--- src/rtl/vtg_pkg.sv ---
// Shared constants for the raster timing generator.
// Assumes: window index i lives at register address i+1; even indices
// compare against X, odd indices against Y.
package vtg_pkg;
    localparam int NWIN     = 8;
    localparam int AW       = 4;
    localparam int NFLAGS   = 3;

    typedef enum logic [AW-1:0] {
        ADDR_TOTALS = 4'd0,
        ADDR_HSYNC  = 4'd1,
        ADDR_VSYNC  = 4'd2,
        ADDR_HBLANK = 4'd3,
        ADDR_VBLANK = 4'd4,
        ADDR_HPIXEN = 4'd5,
        ADDR_VPIXEN = 4'd6,
        ADDR_HCMAP  = 4'd7,
        ADDR_VCMAP  = 4'd8,
        ADDR_FLAGS  = 4'd9
    } vtg_addr_e;

    localparam int WIN_HSYNC  = 0;
    localparam int WIN_VSYNC  = 1;
    localparam int WIN_HBLANK = 2;
    localparam int WIN_VBLANK = 3;
    localparam int WIN_HPIXEN = 4;
    localparam int WIN_VPIXEN = 5;
    localparam int WIN_HCMAP  = 6;
    localparam int WIN_VCMAP  = 7;

    localparam int FLAG_INV_H  = 0;
    localparam int FLAG_INV_V  = 1;
    localparam int FLAG_SOG_OFF = 2;
endpackage

--- src/rtl/vtg_counter.sv ---
// Pixel position counter: X wraps at htot, Y advances on each X wrap and
// wraps at vtot. Freeze holds both. Assumes totals are at least 1.
module vtg_counter #(
    parameter int CW = 12
) (
    input  logic          clk,
    input  logic          rst_n,
    input  logic          freeze,
    input  logic [CW-1:0] htot,
    input  logic [CW-1:0] vtot,
    output logic [CW-1:0] x,
    output logic [CW-1:0] y,
    output logic          frame_wrap,
    output logic          frozen
);
    logic x_last;
    logic y_last;

    assign x_last     = (x == htot - 1'b1);
    assign y_last     = (y == vtot - 1'b1);
    assign frame_wrap = x_last && y_last && !freeze;

    // Advance the raster position unless frozen; track freeze status.
    always_ff @(posedge clk) begin
        if (!rst_n) begin
            x      <= '0;
            y      <= '0;
            frozen <= 1'b0;
        end else begin
            frozen <= freeze;
            if (!freeze) begin
                if (x_last) begin
                    x <= '0;
                    y <= y_last ? '0 : y + 1'b1;
                end else begin
                    x <= x + 1'b1;
                end
            end
        end
    end

    assert_x_step_R1: assert property (@(posedge clk) disable iff (!rst_n)
        (!freeze && !x_last) |=> (x == $past(x) + 1'b1));
    assert_x_wrap_R1: assert property (@(posedge clk) disable iff (!rst_n)
        (!freeze && x_last) |=> (x == '0));
    assert_y_hold_R2: assert property (@(posedge clk) disable iff (!rst_n)
        (!freeze && !x_last) |=> $stable(y));
    assert_freeze_hold_R3: assert property (@(posedge clk) disable iff (!rst_n)
        freeze |=> ($stable(x) && $stable(y) && frozen));
endmodule

--- src/rtl/vtg_regs.sv ---
// Shadow and working register sets. Writes go to the shadow set; the
// whole shadow set is copied to the working set on the frame wrap.
// Assumes: unknown addresses are dropped silently.
module vtg_regs
    import vtg_pkg::*;
#(
    parameter int CW          = 12,
    parameter int DEF_HTOTAL  = 800,
    parameter int DEF_VTOTAL  = 525,
    localparam int DW         = 2 * CW
) (
    input  logic                     clk,
    input  logic                     rst_n,
    input  logic                     we,
    input  logic [AW-1:0]            addr,
    input  logic [DW-1:0]            wdata,
    input  logic                     commit,
    output logic [CW-1:0]            htot,
    output logic [CW-1:0]            vtot,
    output logic [NWIN-1:0][CW-1:0]  win_on,
    output logic [NWIN-1:0][CW-1:0]  win_off,
    output logic [NFLAGS-1:0]        flags
);
    logic [DW-1:0]     sh_tot;
    logic [NFLAGS-1:0] sh_flags;
    logic [DW-1:0]     act_tot;
    logic [NFLAGS-1:0] act_flags;

    // Totals and flags: shadow write and frame-boundary commit.
    always_ff @(posedge clk) begin
        if (!rst_n) begin
            sh_tot    <= {CW'(DEF_VTOTAL), CW'(DEF_HTOTAL)};
            act_tot   <= {CW'(DEF_VTOTAL), CW'(DEF_HTOTAL)};
            sh_flags  <= '0;
            act_flags <= '0;
        end else begin
            if (commit) begin
                act_tot   <= sh_tot;
                act_flags <= sh_flags;
            end
            if (we && addr == ADDR_TOTALS) sh_tot   <= wdata;
            if (we && addr == ADDR_FLAGS)  sh_flags <= wdata[NFLAGS-1:0];
        end
    end

    assign htot  = act_tot[CW-1:0];
    assign vtot  = act_tot[DW-1:CW];
    assign flags = act_flags;

    for (genvar i = 0; i < NWIN; i++) begin : g_pair
        logic [DW-1:0] sh_pair;
        logic [DW-1:0] act_pair;

        // One compare pair: shadow write and frame-boundary commit.
        always_ff @(posedge clk) begin
            if (!rst_n) begin
                sh_pair  <= '0;
                act_pair <= '0;
            end else begin
                if (commit) act_pair <= sh_pair;
                if (we && addr == AW'(i + 1)) sh_pair <= wdata;
            end
        end

        assign win_on[i]  = act_pair[CW-1:0];
        assign win_off[i] = act_pair[DW-1:CW];
    end

    assert_commit_only_R10: assert property (@(posedge clk) disable iff (!rst_n)
        !commit |=> ($stable(win_on) && $stable(win_off) && $stable(htot)
                     && $stable(vtot) && $stable(flags)));
endmodule

--- src/rtl/vtg_window.sv ---
// On/off comparator: high in [on, off) when on < off, in the wrapped
// range when on > off, never when on == off. Purely combinational.
module vtg_window #(
    parameter int CW = 12
) (
    input  logic [CW-1:0] pos,
    input  logic [CW-1:0] on_pos,
    input  logic [CW-1:0] off_pos,
    output logic          active
);
    logic past_on;
    logic before_off;

    assign past_on    = (pos >= on_pos);
    assign before_off = (pos < off_pos);

    // Select plain, wrapped or empty range from the pair ordering.
    always_comb begin
        if (on_pos < off_pos)      active = past_on && before_off;
        else if (on_pos > off_pos) active = past_on || before_off;
        else                       active = 1'b0;
    end
endmodule

--- src/rtl/vid_timing_gen.sv ---
// Programmable raster timing generator top. Ties the counter, register
// sets and eight comparators together and applies sync polarity and the
// green-channel composite sync. Assumes software supplies totals >= 1.
module vid_timing_gen
    import vtg_pkg::*;
#(
    parameter int CW         = 12,
    parameter int DEF_HTOTAL = 800,
    parameter int DEF_VTOTAL = 525
) (
    input  logic            clk,
    input  logic            rst_n,
    input  logic            freeze,
    input  logic            cfg_we,
    input  logic [3:0]      cfg_addr,
    input  logic [2*CW-1:0] cfg_wdata,
    output logic [CW-1:0]   pos_x,
    output logic [CW-1:0]   pos_y,
    output logic            hsync,
    output logic            vsync,
    output logic            hblank,
    output logic            vblank,
    output logic            hpix_en,
    output logic            vpix_en,
    output logic            hcmap,
    output logic            vcmap,
    output logic            sync_green,
    output logic            frozen
);
    logic [CW-1:0]           htot;
    logic [CW-1:0]           vtot;
    logic [NWIN-1:0][CW-1:0] win_on;
    logic [NWIN-1:0][CW-1:0] win_off;
    logic [NFLAGS-1:0]       flags;
    logic                    frame_wrap;
    logic [NWIN-1:0]         raw;

    vtg_counter #(.CW(CW)) u_cnt (
        .clk(clk), .rst_n(rst_n), .freeze(freeze),
        .htot(htot), .vtot(vtot),
        .x(pos_x), .y(pos_y),
        .frame_wrap(frame_wrap), .frozen(frozen)
    );

    vtg_regs #(.CW(CW), .DEF_HTOTAL(DEF_HTOTAL), .DEF_VTOTAL(DEF_VTOTAL)) u_regs (
        .clk(clk), .rst_n(rst_n),
        .we(cfg_we), .addr(cfg_addr), .wdata(cfg_wdata),
        .commit(frame_wrap),
        .htot(htot), .vtot(vtot),
        .win_on(win_on), .win_off(win_off), .flags(flags)
    );

    for (genvar i = 0; i < NWIN; i++) begin : g_cmp
        vtg_window #(.CW(CW)) u_win (
            .pos((i % 2 == 0) ? pos_x : pos_y),
            .on_pos(win_on[i]),
            .off_pos(win_off[i]),
            .active(raw[i])
        );
    end

    assign hsync      = raw[WIN_HSYNC] ^ flags[FLAG_INV_H];
    assign vsync      = raw[WIN_VSYNC] ^ flags[FLAG_INV_V];
    assign hblank     = raw[WIN_HBLANK];
    assign vblank     = raw[WIN_VBLANK];
    assign hpix_en    = raw[WIN_HPIXEN];
    assign vpix_en    = raw[WIN_VPIXEN];
    assign hcmap      = raw[WIN_HCMAP];
    assign vcmap      = raw[WIN_VCMAP];
    assign sync_green = !flags[FLAG_SOG_OFF] && (raw[WIN_HSYNC] || raw[WIN_VSYNC]);

    assert_sog_disabled_R9: assert property (@(posedge clk) disable iff (!rst_n)
        flags[FLAG_SOG_OFF] |-> !sync_green);
endmodule

--- config.mk ---
export PLATFORM = sky130hd
export DESIGN_NAME = vid_timing_gen
export DESIGN_NICKNAME = d
export VERILOG_FILES = /design/src/rtl/vtg_pkg.sv /design/src/rtl/vtg_counter.sv /design/src/rtl/vtg_regs.sv /design/src/rtl/vtg_window.sv /design/src/rtl/vid_timing_gen.sv
export SDC_FILE = /design/constraint.sdc
export NUM_CORES = 1
export LEC_CHECK = 0
export ABC_AREA = 1
export BUFFER_PORTS_ARGS = -buffer_cell sky130_fd_sc_hd__buf_2
export CAP_MARGIN = 20
export CORE_MARGIN = 8
export CORE_UTILIZATION = 50
export CTS_BUF_LIST = sky130_fd_sc_hd__clkbuf_8
export CTS_CLUSTER_SIZE = 12
export DETAILED_ROUTE_END_ITERATION = 8
export PLACE_DENSITY = 0.69
export SLEW_MARGIN = 40
export SYNTH_ARGS = -nofsm -noshare
export SYNTH_HDL_FRONTEND = slang
export SYNTH_SLANG_ARGS = --single-unit
--- constraint.sdc ---
create_clock -name clk -period 2.5 [get_ports clk]
set_clock_uncertainty 0.05 [all_clocks]
set_input_delay 0.5 -clock clk [delete_from_list [all_inputs] [get_ports clk]]
set_output_delay 0.5 -clock clk [all_outputs]
set_load 0.03 [all_outputs]
==> impl_metrics.toml <==
[status]
status = "complete, but fails checks"
violations = "setup timing"

[synthesis]
synth_async_sr_flop_share_pct = 0
synth_top_cells_by_count = "nor2_1 (591), nand2_1 (544), inv_1 (505), dfxtp_1 (463), a21oi_1 (341)"
synth-simple-area-share_pct = 24.3
syn-num-nets = 3960
synth_seq_area_share_pct = 35.9
synth_edf_count = 0
avgSynthCellArea_um2 = 7.08
synth-main-ff-cell = "dfxtp_1"
synth-compound-area-share_pct = 13.4
yosysTopAreaCell = "dfxtp_1"
synth.most_common_cell = "nor2_1"
synth_warnings = 0
synth_area_leaders = "dfxtp_1 (36%), ha_1 (14%), nor2_1 (8.6%)"
synth_xor_area_share_pct = 1.22
post_synth_mux_area_share_pct = 0
yosysTopAreaCellShare_pct = 35.9
synth_top_family_by_area = "simple AND/OR/NAND/NOR gates"
synthCells = 3644
synth_fa_ha_area_share_pct = 13.8
syn_area_um2 = 25800
synth.distinct_cells = 38
ys_ff_latch = 463

[placed_design]
place_area_um2 = 27400
globalplace.congestion = 0.889
portBuffers = 65
pre_cts_slack_ps = -82.4
dp_hpwl_mm = 51.7

[worst_setup_path]
cp-startpoint = "u_regs.g_pair[1].act_pair[22]$_SDFFE_PN0P_"
worst_ep_arrival_time_ps = 2590
start_kind = "flop"
cp.required_ps = 1950
r2r_start = "u_cnt.x[9]$_SDFFE_PN0N_"
end_kind = "output pin"
crit_type = "flop to output pin"
cp_max_fo = 2

[cts]
path_clk_slew_ps = 60
clockBufferDepth = 3
htree_levels = 3
cts_sinks = 463
ctsRootBufferMaster = "clkbuf_8"
cts_hold_buf = 0
cts_tree = "built"
cts_made_buffers = 77
clk_latency_ps = 660

[global_route]
top_usage_layer = "met2"
grt_pass1_wl_mm = 117
globalRouteOverflowTotal = 0
grt_pass1_vias = 21800
antenna_found_initial = 1
grtUsageMet1_pct = 33.6
grt_max_degree = 92
groute.usage.overall_pct = 24.4
use_met3_pct = 3.01
use_met2_pct = 39.5

[worst_hold_path]
hp-start = "rst_n"
hold_path.class = "input pin to flop"

[die]
rows = 83
chipWidth_um = 243
core_area_um2 = 51200
fp.dieArea_um2 = 59100
start_util_pct = 50.4
fp.dieH_um = 243
io_pins = 66

[pwr]
ir_drop_v = 0.000473
power.total_mw = 15.0
powerDensity_nw_per_um2 = 468
p_leak_nw = 13.4

[detailed_routing]
drt_pass1_iterations = 5
wl_mm = 81.6
antenna_left = 0
drc = 0
routedWlPerCell_um = 17.9
drt_iter0_drc = 2076
num_vias = 24400
viasPerCell = 5.35

[sta]
fmax_mhz = 319
relSlewSlack_pct = 65.2
rsz0062_at_grt = "true"
hold_viol = 0
finalMaxSlewViolations = 0
period_minus_slack_ps = 3140
fin_setup_tns_ps = -5980
setup_viol = 110
tightest_slew_ps = 522
setup_slack_ps = -635
period_share_pct = 125

[cells_and_area]
drive_above_1_share_pct = 18.9
fin_nets = 4132
areaGrowthSynthToFinish_pct = 23.9
fill_cells = 4476
final_area_um2 = 32000

[run]
maxCapViolations = 0
==> path summary, 6_finish.rpt <==
check,end,slack (ps),cells after the start
hold / removal,u_regs.act_tot[14]$_SDFFE_PN1P_,130,2
hold reg to reg,u_regs.g_pair[1].sh_pair[17]$_SDFFE_PN0P_,400,2
setup / recovery,vsync,-640,12
setup reg to reg,u_regs.g_pair[1].act_pair[17]$_SDFFE_PN0P_,-40,16
==> power by group <==
group | switching (mW) | internal [mW]
clock | 3.12 | 3.62
combinational | 0.548 | 0.216
sequential | 0.0241 | 7.44
==> layout by cell type, fill, tap and decap left out, types with 4 or more instances in the layout <==
cell type / instances
xnor2_1: 8
a21boi_1: 5
ha_1: 213
o21ai_1: 26
ha_4: 71
buf_6: 35
a21oi_1: 309
nand4_1: 28
a31oi_2: 4
dfxtp_1: 380
clkinv_2: 7
a21oi_2: 32
clkinvlp_4: 4
a21o_1: 6
buf_16: 6
nor2_4: 11
nor3_1: 17
xor2_1: 24
dfxtp_2: 61
nor2_1: 564
nand2_1: 507
o21ai_0: 236
and3_1: 4
inv_1: 492
o211ai_1: 21
clkbuf_8: 98
buf_4: 98
inv_2: 42
nor2_2: 25
dfxtp_4: 22
clkbuf_16: 27
nand3_2: 20
nand2_2: 36
buf_12: 30
a211oi_2: 8
nand3_1: 276
nand3b_1: 12
buf_2: 55
buf_8: 15
==> area by class of cell <==
cell class | count | area (um^2) | share of cell area, %
well taps | 680 | 851 | 2.66
repair buffers | 266 | 3070 | 9.61
diodes | 2 | 5.00 | 0.0157
clock inverters | 36 | 190 | 0.595
inverters | 512 | 1920 | 6.02
multi-input cells | 2496 | 15100 | 47.4
clock buffers | 98 | 1350 | 4.22
flip-flops and latches | 463 | 9430 | 29.5
==> layer usage <==
layer | part of all wire, % | vias up
li1 | - | 12100
met1 | 44 | 11300
met2 | 46 | 776
met3 | 6.6 | 150
met4 | 2.7 | 0
met5 | 0 | -
==> per-stage QoR <==
stage                     instances  utilization [%]  hold WS [ps]
after floorplan                3644                -           379
after global placement         4356             53.5           388
after detailed placement       4356             53.5           392
after CTS                      4502             58.7          91.2
after global routing           4551             62.4           125
final                          4553             62.4           128
==> registers in the layout, summed over array words and instances (netlist names) <==
signal	cells
u_regs.g_pair.act_pair	192
u_regs.g_pair.sh_pair	192
u_regs.sh_flags	3
u_regs.act_tot	24
u_regs.sh_tot	24
u_cnt.x	12
u_regs.flags	3
u_cnt.frozen	1
u_cnt.y	12
==> cell families (layout without fill, tap and decap cells) <==
logic type | count (synthesis) | count (layout)
and+or+nand+nor | 1513 | 1513
DFF | 463 | 463
other | 0 | 2
xor gates and xnor gates | 36 | 36
AOI/OAI and AO/OA | 663 | 663
buffers and inverters | 685 | 912
adders and majority gates | 284 | 284
==> critical path: stages, from the launching register on <==
cell,delay (ps)
dfxtp_2,330
inv_2,40
ha_1,280
nand2_2,80
nor2_4,110
nand4_1,150
buf_4,180
nor3_1,220
nor2_2,60
nand2_2,100
nand3_1,120
nand2_1,120
buf_6,150
==> what timing repair did <==
item / in CTS / in global routing
gates cloned: 0 / 31
setup endpoints to repair: 221 / 245
gates resized for setup: 272 / 222
buffers inserted: 12 / 20
pin swaps: 120 / 110
No activity file was read; power rests on OpenSTA's default activity.
